**config.mk**
```make
export PLATFORM = sky130hd
export DESIGN_NAME = cie_encoder
export DESIGN_NICKNAME = d
export VERILOG_FILES = /design/src/rtl/cie_pkg.sv /design/src/rtl/cie_pick.sv /design/src/rtl/cie_sec.sv /design/src/rtl/cie_encoder.sv
export SDC_FILE = /design/constraint.sdc
export NUM_CORES = 1
export LEC_CHECK = 0
export CAP_MARGIN = 40
export CORE_ASPECT_RATIO = 0.75
export CORE_UTILIZATION = 58
export DETAILED_ROUTE_END_ITERATION = 12
export DONT_BUFFER_PORTS = 1
export PLACE_DENSITY = 0.88
export SKIP_CTS_REPAIR_TIMING = 1
export SLEW_MARGIN = 20
export SYNTH_ARGS = -nofsm -noshare
export SYNTH_HDL_FRONTEND = slang
export SYNTH_SLANG_ARGS = --single-unit
```
**constraint.sdc**
```tcl
create_clock -name clk -period 3.35 [get_ports clk]
set_input_delay 1.005 -clock clk [delete_from_list [all_inputs] [get_ports clk]]
set_output_delay 1.005 -clock clk [all_outputs]
set_load 0.005 [all_outputs]
```
**src/rtl/cie_pkg.sv**
```systemverilog
package cie_pkg;
  localparam int STAT_W       = 32;
  localparam int NUM_W        = 5;
  localparam int CRIT_N       = 4;
  localparam int CRIT_W       = 2;
  localparam int CRIT_CASCADE = 2;
  localparam int MAIN_CASCADE = 4;
  localparam int PER_CASCADE  = 0;

  localparam int CV_BIT = 10;
  localparam int CN_LSB = 8;
  localparam int MV_BIT = 21;
  localparam int MN_LSB = 16;
  localparam int PV_BIT = 29;
  localparam int PN_LSB = 24;

  typedef enum logic [2:0] {
    REG_STATUS    = 3'd0,
    REG_MAIN_MASK = 3'd1,
    REG_PER_MASK  = 3'd2,
    REG_SEC_PEND  = 3'd3,
    REG_SEC_MASK  = 3'd4
  } reg_sel_e;
endpackage

```
**src/rtl/cie_pick.sv**
```systemverilog
module cie_pick #(
  parameter int N  = 8,
  parameter int IW = 3
) (
  input  logic [N-1:0]  req,
  output logic          valid,
  output logic [IW-1:0] idx
);
  always_comb begin
    idx = '0;
    for (int i = N - 1; i >= 0; i--) begin
      if (req[i]) idx = IW'(i);
    end
  end

  assign valid = |req;
endmodule

```
**src/rtl/cie_sec.sv**
```systemverilog
module cie_sec #(
  parameter int N = 32
) (
  input  logic         clk,
  input  logic         rst_ni,
  input  logic [N-1:0] req,
  input  logic         clr_we,
  input  logic         mask_we,
  input  logic [N-1:0] wdata,
  output logic [N-1:0] pend_o,
  output logic [N-1:0] mask_o,
  output logic         any_o
);
  logic [N-1:0] pend_q, pend_d;
  logic [N-1:0] mask_q, mask_d;
  logic [N-1:0] clr_vec;
  logic         alive_q;

  always_comb begin
    clr_vec = clr_we ? wdata : '0;
    pend_d  = (pend_q & ~clr_vec) | req;
    mask_d  = mask_we ? wdata : mask_q;
  end

  always_ff @(posedge clk or negedge rst_ni) begin
    if (!rst_ni) begin
      pend_q  <= '0;
      mask_q  <= '1;
      alive_q <= 1'b0;
    end else begin
      pend_q  <= pend_d;
      mask_q  <= mask_d;
      alive_q <= 1'b1;
    end
  end

  assign pend_o = pend_q;
  assign mask_o = mask_q;
  assign any_o  = |(pend_q & ~mask_q);

  // every request seen is captured in the pending register
  p_sec_capture_r8: assert property (@(posedge clk) disable iff (!rst_ni)
    alive_q |=> ((pend_q & $past(req)) == $past(req)));

  // an all-ones clear with no request empties the register
  p_sec_clear_all_r8: assert property (@(posedge clk) disable iff (!rst_ni)
    (alive_q && clr_we && (&wdata) && !(|req)) |=> (pend_q == '0));
endmodule

```
**src/rtl/cie_encoder.sv**
```systemverilog
module cie_encoder
  import cie_pkg::*;
#(
  parameter int          NUM_MAIN = 17,
  parameter int          NUM_PER  = 24,
  parameter int          SEC_N    = 32,
  parameter logic [31:0] PER_HI   = 32'h0000_0030
) (
  input  logic                clk,
  input  logic                rst_n,
  input  logic [CRIT_N-1:0]   crit_req,
  input  logic [NUM_MAIN-1:0] main_req,
  input  logic [NUM_PER-1:0]  per_req,
  input  logic [SEC_N-1:0]    sec_req,
  input  logic                reg_wr_en,
  input  logic [2:0]          reg_addr,
  input  logic [31:0]         reg_wdata,
  output logic [31:0]         reg_rdata,
  output logic [31:0]         status_o
);
  localparam int MAIN_SHIFT = 17 - NUM_MAIN;
  localparam int PER_SHIFT  = 32 - NUM_PER;
  localparam logic [NUM_PER-1:0] HI_VEC = PER_HI[NUM_PER-1:0];

  // reset: asserted asynchronously, released on the clock
  logic rst_meta_q, rst_ni;
  always_ff @(posedge clk or negedge rst_n) begin
    if (!rst_n) begin
      rst_meta_q <= 1'b0;
      rst_ni     <= 1'b0;
    end else begin
      rst_meta_q <= 1'b1;
      rst_ni     <= rst_meta_q;
    end
  end

  // register port decode
  logic main_mask_en, per_mask_en, sec_clr_en, sec_mask_en;
  always_comb begin
    main_mask_en = reg_wr_en && (reg_addr == REG_MAIN_MASK);
    per_mask_en  = reg_wr_en && (reg_addr == REG_PER_MASK);
    sec_clr_en   = reg_wr_en && (reg_addr == REG_SEC_PEND);
    sec_mask_en  = reg_wr_en && (reg_addr == REG_SEC_MASK);
  end

  // mask registers, stored in register bit order
  logic [NUM_MAIN-1:0] main_mask_q, main_mask_d;
  logic [NUM_PER-1:0]  per_mask_q, per_mask_d;
  logic [STAT_W-1:0]   status_q, status_d;

  always_comb begin
    main_mask_d = main_mask_en ? reg_wdata[16 -: NUM_MAIN] : main_mask_q;
    per_mask_d  = per_mask_en  ? reg_wdata[31 -: NUM_PER]  : per_mask_q;
  end

  always_ff @(posedge clk or negedge rst_ni) begin
    if (!rst_ni) begin
      main_mask_q <= '1;
      per_mask_q  <= '1;
      status_q    <= '0;
    end else begin
      main_mask_q <= main_mask_d;
      per_mask_q  <= per_mask_d;
      status_q    <= status_d;
    end
  end

  // secondary controller behind peripheral 0
  logic [SEC_N-1:0] sec_pend, sec_mask;
  logic             sec_any;

  cie_sec #(.N(SEC_N)) u_sec (
    .clk    (clk),
    .rst_ni (rst_ni),
    .req    (sec_req),
    .clr_we (sec_clr_en),
    .mask_we(sec_mask_en),
    .wdata  (reg_wdata[SEC_N-1:0]),
    .pend_o (sec_pend),
    .mask_o (sec_mask),
    .any_o  (sec_any)
  );

  // source-ordered disables and raw requests
  logic [NUM_MAIN-1:0] main_dis, main_raw;
  logic [NUM_PER-1:0]  per_dis, per_raw;
  logic                per_lo_any;

  for (genvar n = 0; n < NUM_MAIN; n++) begin : g_main
    assign main_dis[n] = main_mask_q[NUM_MAIN-1-n];
    if (n == MAIN_CASCADE) begin : g_casc
      assign main_raw[n] = per_lo_any;
    end else begin : g_ext
      assign main_raw[n] = main_req[n];
    end
  end

  for (genvar n = 0; n < NUM_PER; n++) begin : g_per
    assign per_dis[n] = per_mask_q[NUM_PER-1-n];
    if (n == PER_CASCADE) begin : g_casc
      assign per_raw[n] = sec_any;
    end else begin : g_ext
      assign per_raw[n] = per_req[n];
    end
  end

  // peripheral group
  logic [NUM_PER-1:0] per_live;
  logic               per_hi_v, per_all_v;
  logic [NUM_W-1:0]   per_hi_idx, per_all_idx, per_num;

  assign per_live   = per_raw & ~per_dis;
  assign per_lo_any = |(per_live & ~HI_VEC);

  cie_pick #(.N(NUM_PER), .IW(NUM_W)) u_pick_per_hi (
    .req(per_live & HI_VEC), .valid(per_hi_v), .idx(per_hi_idx));
  cie_pick #(.N(NUM_PER), .IW(NUM_W)) u_pick_per_all (
    .req(per_live), .valid(per_all_v), .idx(per_all_idx));

  assign per_num = per_hi_v ? per_hi_idx : per_all_idx;

  // critical group: slot 2 reports a high-priority peripheral
  logic [CRIT_N-1:0] crit_eff;
  logic              crit_v;
  logic [CRIT_W-1:0] crit_idx;

  for (genvar c = 0; c < CRIT_N; c++) begin : g_crit
    if (c == CRIT_CASCADE) begin : g_casc
      assign crit_eff[c] = per_hi_v;
    end else begin : g_ext
      assign crit_eff[c] = crit_req[c];
    end
  end

  cie_pick #(.N(CRIT_N), .IW(CRIT_W)) u_pick_crit (
    .req(crit_eff), .valid(crit_v), .idx(crit_idx));

  // main group
  logic             main_v;
  logic [NUM_W-1:0] main_idx;

  cie_pick #(.N(NUM_MAIN), .IW(NUM_W)) u_pick_main (
    .req(main_raw & ~main_dis), .valid(main_v), .idx(main_idx));

  always_comb begin
    status_d                     = '0;
    status_d[CV_BIT]             = crit_v;
    status_d[CN_LSB +: CRIT_W]   = crit_idx;
    status_d[MV_BIT]             = main_v;
    status_d[MN_LSB +: NUM_W]    = main_idx;
    status_d[PV_BIT]             = per_all_v;
    status_d[PN_LSB +: NUM_W]    = per_num;
  end

  // read mux
  always_comb begin
    case (reg_addr)
      REG_STATUS:    reg_rdata = status_q;
      REG_MAIN_MASK: reg_rdata = 32'(main_mask_q) << MAIN_SHIFT;
      REG_PER_MASK:  reg_rdata = 32'(per_mask_q) << PER_SHIFT;
      REG_SEC_PEND:  reg_rdata = 32'(sec_pend);
      REG_SEC_MASK:  reg_rdata = 32'(sec_mask);
      default:       reg_rdata = '0;
    endcase
  end

  assign status_o = status_q;

  logic unused_bits;
  assign unused_bits = ^{crit_req[CRIT_CASCADE], main_req[MAIN_CASCADE],
                         per_req[PER_CASCADE], reg_wdata};

  // checks across the encoder, the masks and the status register
  logic main_hit_dis, per_hit_dis;
  assign main_hit_dis = main_dis[main_idx];
  assign per_hit_dis  = per_dis[per_num];

  // a reported main number was unmasked when it was encoded
  p_main_unmasked_r2: assert property (@(posedge clk) disable iff (!rst_ni)
    status_q[MV_BIT] |-> !$past(main_hit_dis));

  // a reported peripheral number was unmasked when it was encoded
  p_per_unmasked_r3: assert property (@(posedge clk) disable iff (!rst_ni)
    status_q[PV_BIT] |-> !$past(per_hit_dis));

  // critical slot 2 points at a valid high-priority peripheral
  p_crit_hi_r4: assert property (@(posedge clk) disable iff (!rst_ni)
    (status_q[CV_BIT] && status_q[CN_LSB +: CRIT_W] == 2'(CRIT_CASCADE))
      |-> (status_q[PV_BIT] && HI_VEC[status_q[PN_LSB +: NUM_W]]));

  // main slot 4 always comes with a valid peripheral field
  p_main_lo_r5: assert property (@(posedge clk) disable iff (!rst_ni)
    (status_q[MV_BIT] && status_q[MN_LSB +: NUM_W] == 5'(MAIN_CASCADE))
      |-> status_q[PV_BIT]);
endmodule

```
==> results.toml, run 1 <==
[outcome]
outcome = "completed"

[sta]
max_freq_mhz = 347
setup_viol = 0
layout_min_cycle_time_ns = 2.88
finalHoldViolCount = 0
post-route-period-util_pct = 86.0
clock-skew-final_ns = 0.00670
tightest_slew_ns = 0.654
rsz0062_at_grt = "no"
slew_headroom_pct = 56.4
holdWs_ns = 0.230
totalNegativeSetupSlack_ns = 0
finalMaxSlewViolations = 0

[placed_design]
hpwlAfterDp_um = 13200
dp.cells = 759
portBuffers = 0
place_congestion = 0.871

[cells_and_area]
drive_gt1_share_pct = 29.6
num-nets-final = 753
stdcell_count = 791
diodes = 0
nFillCells = 814
area_growth_pct = 11.4

[floorplan]
die_w_um = 124
die_area_um2 = 11600
die_height_um = 93.5
io_pins = 179
rows = 33
core_area_um2 = 10900
start_util_pct = 59.4

[detailed_routing]
wire_per_inst_um = 23.4
drt-total-wl_um = 18500
drt-initial-drc-count = 362
first_pass_iters = 6
vias = 5001
antenna_left = 0
viasPerCell = 6.32
route.detailed.drc = 0

[synthesis]
synth-edff-count = 0
yosys-top-cells-count = "78 x nand2_1, 73 x dfstp_2, 71 x mux2_2"
yosysSeqAreaShare_pct = 48.5
async_flop_share_pct = 100
syn_area_per_cell_um2 = 10.2
yosysTopAreaCellShare_pct = 29.6
synth_top_cell_by_area = "dfstp_2"
syn_area_um2 = 6480
synth_area_leaders = "dfstp_2 30%, dfrtp_1 19%, mux2_2 12%"
synth.distinct_cells = 46
ys_seq_elements = 122
synth_flop_cell = "dfstp_2"
netlist_instances = 635
ys_warn_count = 0
synth_most_common_cell = "nand2_1"

[min_path]
min_path_type = "register to async pin"

[cts]
numCtsBuffers = 17
max-clock-path-buffers = 2
cts_max_level = 4
clock-root-buffer = "clkbuf_16"
cts_sinks = 122
cts_tree = "built"
clkTransAtPathRegs_ns = 0.06
clk_latency_ns = 0.42

[grt]
grt_pass1_vias = 5103
grt_usage_pct = 33.4
antenna_found_initial = 0
grt_max_degree = 52
grt_pass1_wl_um = 27800
grt-ovfl-total = 0

[job]
cap_violations = 0

[power]
vdd_drop_max_mv = 0.444
p_per_area_nw_per_um2 = 644
p_leak_nw = 2.97

[worst_setup_path]
worstSetupPathType = "input port to output pin"
startpoint = "reg_addr[2]"
reg2reg_depth = 6
crit_required_ns = 2.34
arrival_ns = 1.88
end_kind = "output pin"
crit_end = "reg_rdata[0]"
rr_endpoint = "status_o[21]$_DFF_PN0_"
reg2reg_slack_ns = 0.85
startpoint_type = "input port"
cp_top_family = "simple AND/OR/NAND/NOR gates"
cp.depth = 2
critPathMaxStageDelay_ns = 0.43
critPathMaxFanout = 24
slowest_stage = "nand2b_1"
critPathBufInv = 0
r2r-start = "u_sec.mask_o[9]$_DFFE_PN1P_"
cp_cell_sequence = "nand2b_1, o21ai_0"
## placed cells by master (no fill, tap or decap), types with 7 or more instances in the layout
master     count
mux2_2        71
a21o_1        33
clkbuf_16     17
buf_4          9
dfrtp_1       48
o21ai_0       44
mux2i_1       31
nand3_1        7
nor2_1        28
nand2b_1      31
inv_1         34
conb_1        18
dfstp_2       73
nor2b_1       21
o22ai_1       14
nand2_1       78
a21oi_1       20
## worst min path at each step
stage,from,slack (ns),endpoint,depth (start not counted)
3_3_place_gp,rst_meta_q$_DFF_PN0_,0.34,rst_ni$_DFF_PN0_,0
5_1_grt,rst_n,0.26,rst_ni$_DFF_PN0_,0
2_1_floorplan,rst_meta_q$_DFF_PN0_,0.33,rst_ni$_DFF_PN0_,0
3_5_place_dp,rst_ni$_DFF_PN0_,0.24,u_sec.pend_o[4]$_DFF_PN0_,0
6_report,rst_ni$_DFF_PN0_,0.23,u_sec.pend_o[31]$_DFF_PN0_,0
4_1_cts,rst_ni$_DFF_PN0_,0.24,u_sec.pend_o[31]$_DFF_PN0_,0
## stage by stage
step	power [mW]	setup WS [ns]	util (%)	instance area, um^2
floorplan	2.58	0.0686	-	6540
global placement	2.73	0.503	60.5	6600
detailed placement	2.78	0.475	60.8	6620
CTS	4.65	0.494	66.2	7210
global route	4.83	0.364	66.2	7210
finish	4.65	0.469	66.2	7210
## worst reg2reg max path: cells and delay by family, from the launching register on
kind               cells  cell delay (ns)
AOI/OAI and AO/OA      4             1.10
DFF                    1             0.54
and+or+nand+nor        2             0.73
## cell type report
class,instances,area [um^2],share of cell area [%]
Timing Repair Buffer,12,135,1.87
Multi-Input combinational cell,451,3040,42.1
Inverter,34,128,1.77
Clock buffer,23,468,6.49
Clock inverter,9,123,1.70
Tap cell,140,175,2.43
Sequential cell,122,3150,43.6
## registers in the layout, summed over array words and instances (netlist names)
name	flops
main_mask_q	17
rst_meta_q	1
u_sec.pend_o	32
status_o	15
u_sec.mask_o	32
per_mask_q	24
rst_ni	1
## metal layers
layer  share of wire, %  wire length (um)  GRT usage (%)
met5                  0                 0              0
met3                 12              2230           12.0
met1                 40              7360           43.6
met2                 46              8520           50.8
met4                2.1               384           12.8
## kinds of logic after synthesis
| family | synth area share [%] |
|---|---|
| buf+inv | 5.70 |
| flops | 48.5 |
| compound gates | 14.3 |
| other cells | 0.116 |
| simple gates | 14.2 |
| mux | 17.1 |
## where the power goes
group / internal, mW / switching, mW / total, mW
clock network: 1.20 / 0.662 / 1.86
logic: 0.352 / 0.378 / 0.730
registers: 1.85 / 0.205 / 2.05
total: 3.40 / 1.25 / 4.65
Note: power is estimated with default switching activity, not from simulation.
==> run 2, diff against run 1 <==
- SYNTH_HIERARCHICAL: not set -> 1
==> run 2 against run 1 <==
Effect of this change:
- clock power increased by 3%
- via count grew 15%
- clock skew grew 0.0018 ns
- utilization grew 3.6 points
- critical path type unchanged
- largest power group unchanged
==> results.toml, run 2 <==
[floorplan]
start_util_pct = 60.3
rows = 34
die_w_um = 130
core_area_um2 = 11700
io_pins = 179
die_area_um2 = 12700
die_height_um = 97.7

[detailed_routing]
drt-initial-drc-count = 490
vias = 5773
drt-total-wl_um = 21100
wire_per_inst_um = 22.0
first_pass_iters = 7
antenna_left = 0
viasPerCell = 6.02
route.detailed.drc = 0

[cts]
max-clock-path-buffers = 2
cts_sinks = 122
cts_max_level = 4
cts_tree = "built"
clk_latency_ns = 0.42
numCtsBuffers = 17
clock-root-buffer = "clkbuf_16"
clkTransAtPathRegs_ns = 0.05

[synthesis]
syn_area_per_cell_um2 = 10.4
synth_top_cell_by_area = "dfstp_2"
syn_area_um2 = 7090
synthXorXnorAreaFrac_pct = 0
synthMuxAreaShare_pct = 18.5
netlist_instances = 683
ys_seq_elements = 122
yosysTopAreaCellShare_pct = 27.1
synthAdderAreaFrac_pct = 0
synth.distinct_cells = 47
synth_most_common_cell = "dfstp_2"
synth_area_leaders = "dfstp_2 27%, dfrtp_1 17%, mux2_2 7.3%"
synth_flop_cell = "dfstp_2"
synth_compound_area_share_pct = 13.6
yosysSeqAreaShare_pct = 44.4
synth_top_family_by_area = "multiplexers"
async_flop_share_pct = 100
synth_simple_gate_area_share_pct = 16.7
ys_warn_count = 6
yosys-top-cells-count = "73 x dfstp_2, 66 x nand2_1, 49 x dfrtp_1"
synth-edff-count = 0

[sta]
max_freq_mhz = 317
totalNegativeSetupSlack_ns = 0
finalMaxSlewViolations = 0
finalHoldViolCount = 0
post-route-period-util_pct = 94.1
tightest_slew_ns = 0.781
slew_headroom_pct = 48.0
setup_viol = 0
setup_ws_ns = 0.196
clock-skew-final_ns = 0.00853
rsz0062_at_grt = "no"
layout_min_cycle_time_ns = 3.15

[power]
p_per_area_nw_per_um2 = 592
p_leak_nw = 3.57
vdd_drop_max_mv = 0.402

[worst_setup_path]
worstSetupPathType = "input port to output pin"
arrival_ns = 2.15
end_kind = "output pin"
startpoint_type = "input port"
reg2reg_depth = 10
crit_required_ns = 2.34
rr_endpoint = "status_o[21]$_DFF_PN0_"
critPathMaxFanout = 37
r2r-start = "u_sec/mask_o[16]$_DFFE_PN1P_"
reg2reg_slack_ns = 0.31

[grt]
antenna_found_initial = 3
grt_pass1_wl_um = 31800
grt_pass1_vias = 5858
grt-ovfl-total = 0
grt_usage_pct = 34.0
grt_max_degree = 59

[cells_and_area]
final_common_cell = "conb_1"
area_growth_pct = 15.7
nFillCells = 885
drive_gt1_share_pct = 28.8
final_cell_mix = "93 x conb_1, 73 x dfstp_2, 66 x nand2_1"
num-nets-final = 896
final_core_util_pct = 69.8

[placed_design]
hpwlAfterDp_um = 15300
dp_worst_setup_slack_ns = 0.282
portBuffers = 0
place_congestion = 0.942

[min_path]
min_path_type = "input port to async pin"

[job]
cap_violations = 0

[outcome]
outcome = "completed"
run 2: changes by cell type in the layout (fill, tap and decap cells not counted), sizes merged, moves of 8 or more:
cell / previous run / this run
buf: 12 / 30
conb: 18 / 93
inv: 34 / 42
nand2: 78 / 66
nand2b: 31 / 7
nor2: 28 / 42
nor2b: 22 / 48
nor3: 5 / 13
nor4: 5 / 19
o21ai: 44 / 33
o22ai: 14 / 26
run 2: how the worst max path moves through the flow:
stage / start / to / cells after the start
6_report: reg_addr[1] / reg_rdata[22] / 5
5_1_grt: u_sec/mask_o[10]$_DFFE_PN1P_ / status_o[21]$_DFF_PN0_ / 10
2_1_floorplan: per_req[10] / status_o[21]$_DFF_PN0_ / 6
3_5_place_dp: reg_addr[1] / reg_rdata[22] / 5
4_1_cts: reg_addr[1] / reg_rdata[22] / 5
3_3_place_gp: reg_addr[1] / reg_rdata[22] / 5
run 2: per-layer routing:
| metal | up-vias | wire length, um | global-route usage, % |
|---|---|---|---|
| met4 | 0 | 669 | 13.3 |
| met2 | 367 | 9740 | 52.9 |
| met1 | 2841 | 8490 | 44.3 |
| li1 | 2505 | - | - |
| met3 | 60 | 2160 | 10.4 |
| met5 | - | 0 | 0 |
run 2: layout make-up:
| class | count | area, um^2 | share of cell area (%) |
|---|---|---|---|
| Antenna cell | 3 | 7.51 | 0.0916 |
| Clock buffer | 19 | 443 | 5.40 |
| Clock inverter | 13 | 175 | 2.14 |
| Inverter | 42 | 158 | 1.92 |
| Multi-Input combinational cell | 568 | 3810 | 46.5 |
| Sequential cell | 122 | 3150 | 38.4 |
| Tap cell | 162 | 203 | 2.47 |
| Timing Repair Buffer | 30 | 250 | 3.05 |
run 2: critical path, stage by stage:
cell     delay (ns)
nor2b_1        0.35
buf_4          0.27
a22oi_1        0.08
o21ai_0        0.26
buf_4          0.17
run 2: power by group:
group          internal, mW  total, mW  switching (mW)
Combinational         0.426      0.859           0.433
Clock                  1.26       1.92           0.667
Sequential             1.84       2.07           0.226
Total                  3.52       4.85            1.33
run 2: kinds of logic after synthesis:
| kind of cell | after synthesis |
|---|---|
| AOI/OAI and AO/OA | 149 |
| other | 2 |
| and+or+nand+nor | 216 |
| DFF | 122 |
| muxes | 110 |
| buffers and inverters | 84 |
run 2: metrics by stage:
| step | power, mW | cell area (um^2) | hold slack (ns) | instances |
|---|---|---|---|---|
| 5_1_grt | 5.02 | 8190 | 0.266 | 958 |
| 3_5_place_dp | 2.90 | 7570 | 0.339 | 924 |
| 2_1_floorplan | 2.66 | 7430 | 0.331 | 774 |
| 6_report | 4.85 | 8200 | 0.283 | 959 |
| 3_3_place_gp | 2.85 | 7570 | 0.324 | 924 |
| 4_1_cts | 4.83 | 8190 | 0.275 | 956 |
==> run 3, diff against run 2 <==
- CORE_UTILIZATION: 58 -> 59
- CTS_BUF_LIST: not set -> sky130_fd_sc_hd__clkbuf_4 sky130_fd_sc_hd__clkbuf_8
- PLACE_DENSITY: 0.88 -> 0.9
==> run 3 against run 2 <==
Effect of this change:
- hold slack worse by 0.13 ns
- register-to-register slack worse by 0.02 ns
- via count is 3.2% lower
- clock skew is 0.012 ns higher
- die area is 1.7% lower
- critical path depth is 5 higher
- clock power is 32% lower
- sequential power hardly changed
- final cell count is 0.10% higher
- first-iteration DRC count is 7.3% lower
- setup slack better by 0.090 ns
- largest cell class unchanged
==> results.toml, run 3 (synthesis gave the netlist of run 2 again) <==
[placed_design]
portBuffers = 0
hpwlAfterDp_um = 15000
dp_worst_setup_slack_ns = 0.285
place_congestion = 0.923
place_area_um2 = 7600

[worst_setup_path]
cp.depth = 10
crit_end = "status_o[21]$_DFF_PN0_"
r2r-start = "u_sec/mask_o[9]$_DFFE_PN1P_"
reg2reg_depth = 10
worstSetupPathType = "register to register"
startpoint_type = "register"
startpoint = "u_sec/mask_o[9]$_DFFE_PN1P_"
cp_cell_sequence = "o22ai_1, nor4_1, nand4_1, nor2b_1, nor4_1, nand4_1, o41a_1, nor4_2, nand3_1, or3_1"
arrival_ns = 3.39
cp_top_family = "simple AND/OR/NAND/NOR gates"
slowest_stage = "dfstp_2"
critPathMaxFanout = 4
end_kind = "register"
crit_required_ns = 3.68
rr_endpoint = "status_o[21]$_DFF_PN0_"
reg2reg_slack_ns = 0.29
critPathBufInv = 0
critPathMaxStageDelay_ns = 0.55

[detailed_routing]
drt-initial-drc-count = 454
viasPerCell = 5.82
vias = 5589
drt-total-wl_um = 19800
antenna_left = 0
wire_per_inst_um = 20.7
route.detailed.drc = 0
first_pass_iters = 5

[cts]
max-clock-path-buffers = 2
cts_sinks = 122
clock-root-buffer = "clkbuf_8"
numCtsBuffers = 17
clk_latency_ns = 0.44
cts_tree = "built"
clkTransAtPathRegs_ns = 0.08
cts_max_level = 4

[floorplan]
rows = 34
die_height_um = 96.9
die_w_um = 129
core_area_um2 = 11700
start_util_pct = 60.8
die_area_um2 = 12500
io_pins = 179

[sta]
setup_ws_ns = 0.287
tightest_slew_ns = 0.832
clock-skew-final_ns = 0.0209
totalNegativeSetupSlack_ns = 0
layout_min_cycle_time_ns = 3.06
finalMaxSlewViolations = 0
setup_viol = 0
finalHoldViolCount = 0
rsz0062_at_grt = "no"
max_freq_mhz = 326
post-route-period-util_pct = 91.4
slew_headroom_pct = 44.5
holdWs_ns = 0.152

[grt]
antenna_found_initial = 3
grt_max_degree = 69
grt_usage_pct = 32.6
grtUsageMet1_pct = 43.5
grt_pass1_vias = 5530
grt_util_met2_pct = 50.5
use_met3_pct = 11.1
grt_pass1_wl_um = 30000
grt_busiest_layer = "met2"
grt-ovfl-total = 0

[power]
p_sw_mw = 1.22
power_frac_seq_pct = 48.7
p_comb_share_pct = 20.3
vdd_drop_max_mv = 0.371
p_per_area_nw_per_um2 = 528
p_leak_nw = 3.50
p_int_mw = 3.01
clockPowerShare_pct = 31.0
netSwitchingFraction_pct = 28.9

[min_path]
min_path_type = "register to async pin"

[cells_and_area]
final_cell_mix = "93 x conb_1, 73 x dfstp_2, 66 x nand2_1"
drive_gt1_share_pct = 29.1
final_area_um2 = 8030
num-nets-final = 897
area_growth_pct = 13.3
nFillCells = 907
final_common_cell = "conb_1"

[job]
cap_violations = 0

[outcome]
outcome = "completed"
-- run 3: stage by stage --
stage	utilization (%)	total power, mW	cells
after global routing	68.8	4.40	959
after global placement	65.2	2.85	924
after CTS	68.5	4.21	956
final	68.8	4.23	960
after detailed placement	65.2	2.91	924
after floorplan	-	2.66	774
-- run 3: power by group through the flow --
stage / Clock [mW] / Combinational, mW / Sequential [mW]
finish: 1.31 / 0.859 / 2.06
CTS: 1.32 / 0.823 / 2.07
floorplan: 0 / 0.667 / 2.00
global route: 1.39 / 0.933 / 2.08
detailed placement: 0 / 0.818 / 2.09
global placement: 0 / 0.783 / 2.07
-- run 3: how the worst min path moves through the flow --
stage / slack [ns] / from / endpoint / depth (start not counted)
CTS: 0.24 / rst_n / rst_ni$_DFF_PN0_ / 0
finish: 0.15 / rst_ni$_DFF_PN0_ / u_sec/pend_o[16]$_DFF_PN0_ / 0
floorplan: 0.33 / rst_meta_q$_DFF_PN0_ / rst_ni$_DFF_PN0_ / 0
global route: 0.17 / rst_ni$_DFF_PN0_ / u_sec/pend_o[16]$_DFF_PN0_ / 0
global placement: 0.34 / rst_meta_q$_DFF_PN0_ / rst_ni$_DFF_PN0_ / 0
detailed placement: 0.34 / rst_meta_q$_DFF_PN0_ / rst_ni$_DFF_PN0_ / 0
-- run 3: metal layers --
| layer | vias to the layer above | routed length (um) |
|---|---|---|
| met5 | - | 10 |
| met1 | 2711 | 8100 |
| met4 | 2 | 276 |
| li1 | 2509 | - |
| met2 | 337 | 9180 |
| met3 | 30 | 2290 |
-- run 3: layout make-up --
| type | count | area (um^2) | share of cell area (%) |
|---|---|---|---|
| antenna | 3 | 7.51 | 0.0935 |
| clock buffer | 24 | 299 | 3.73 |
| clock inverter | 8 | 95.1 | 1.18 |
| inverter | 42 | 158 | 1.96 |
| multi-input combinational | 568 | 3810 | 47.5 |
| sequential | 122 | 3150 | 39.2 |
| tap | 162 | 203 | 2.53 |
| timing repair buffer | 31 | 303 | 3.77 |
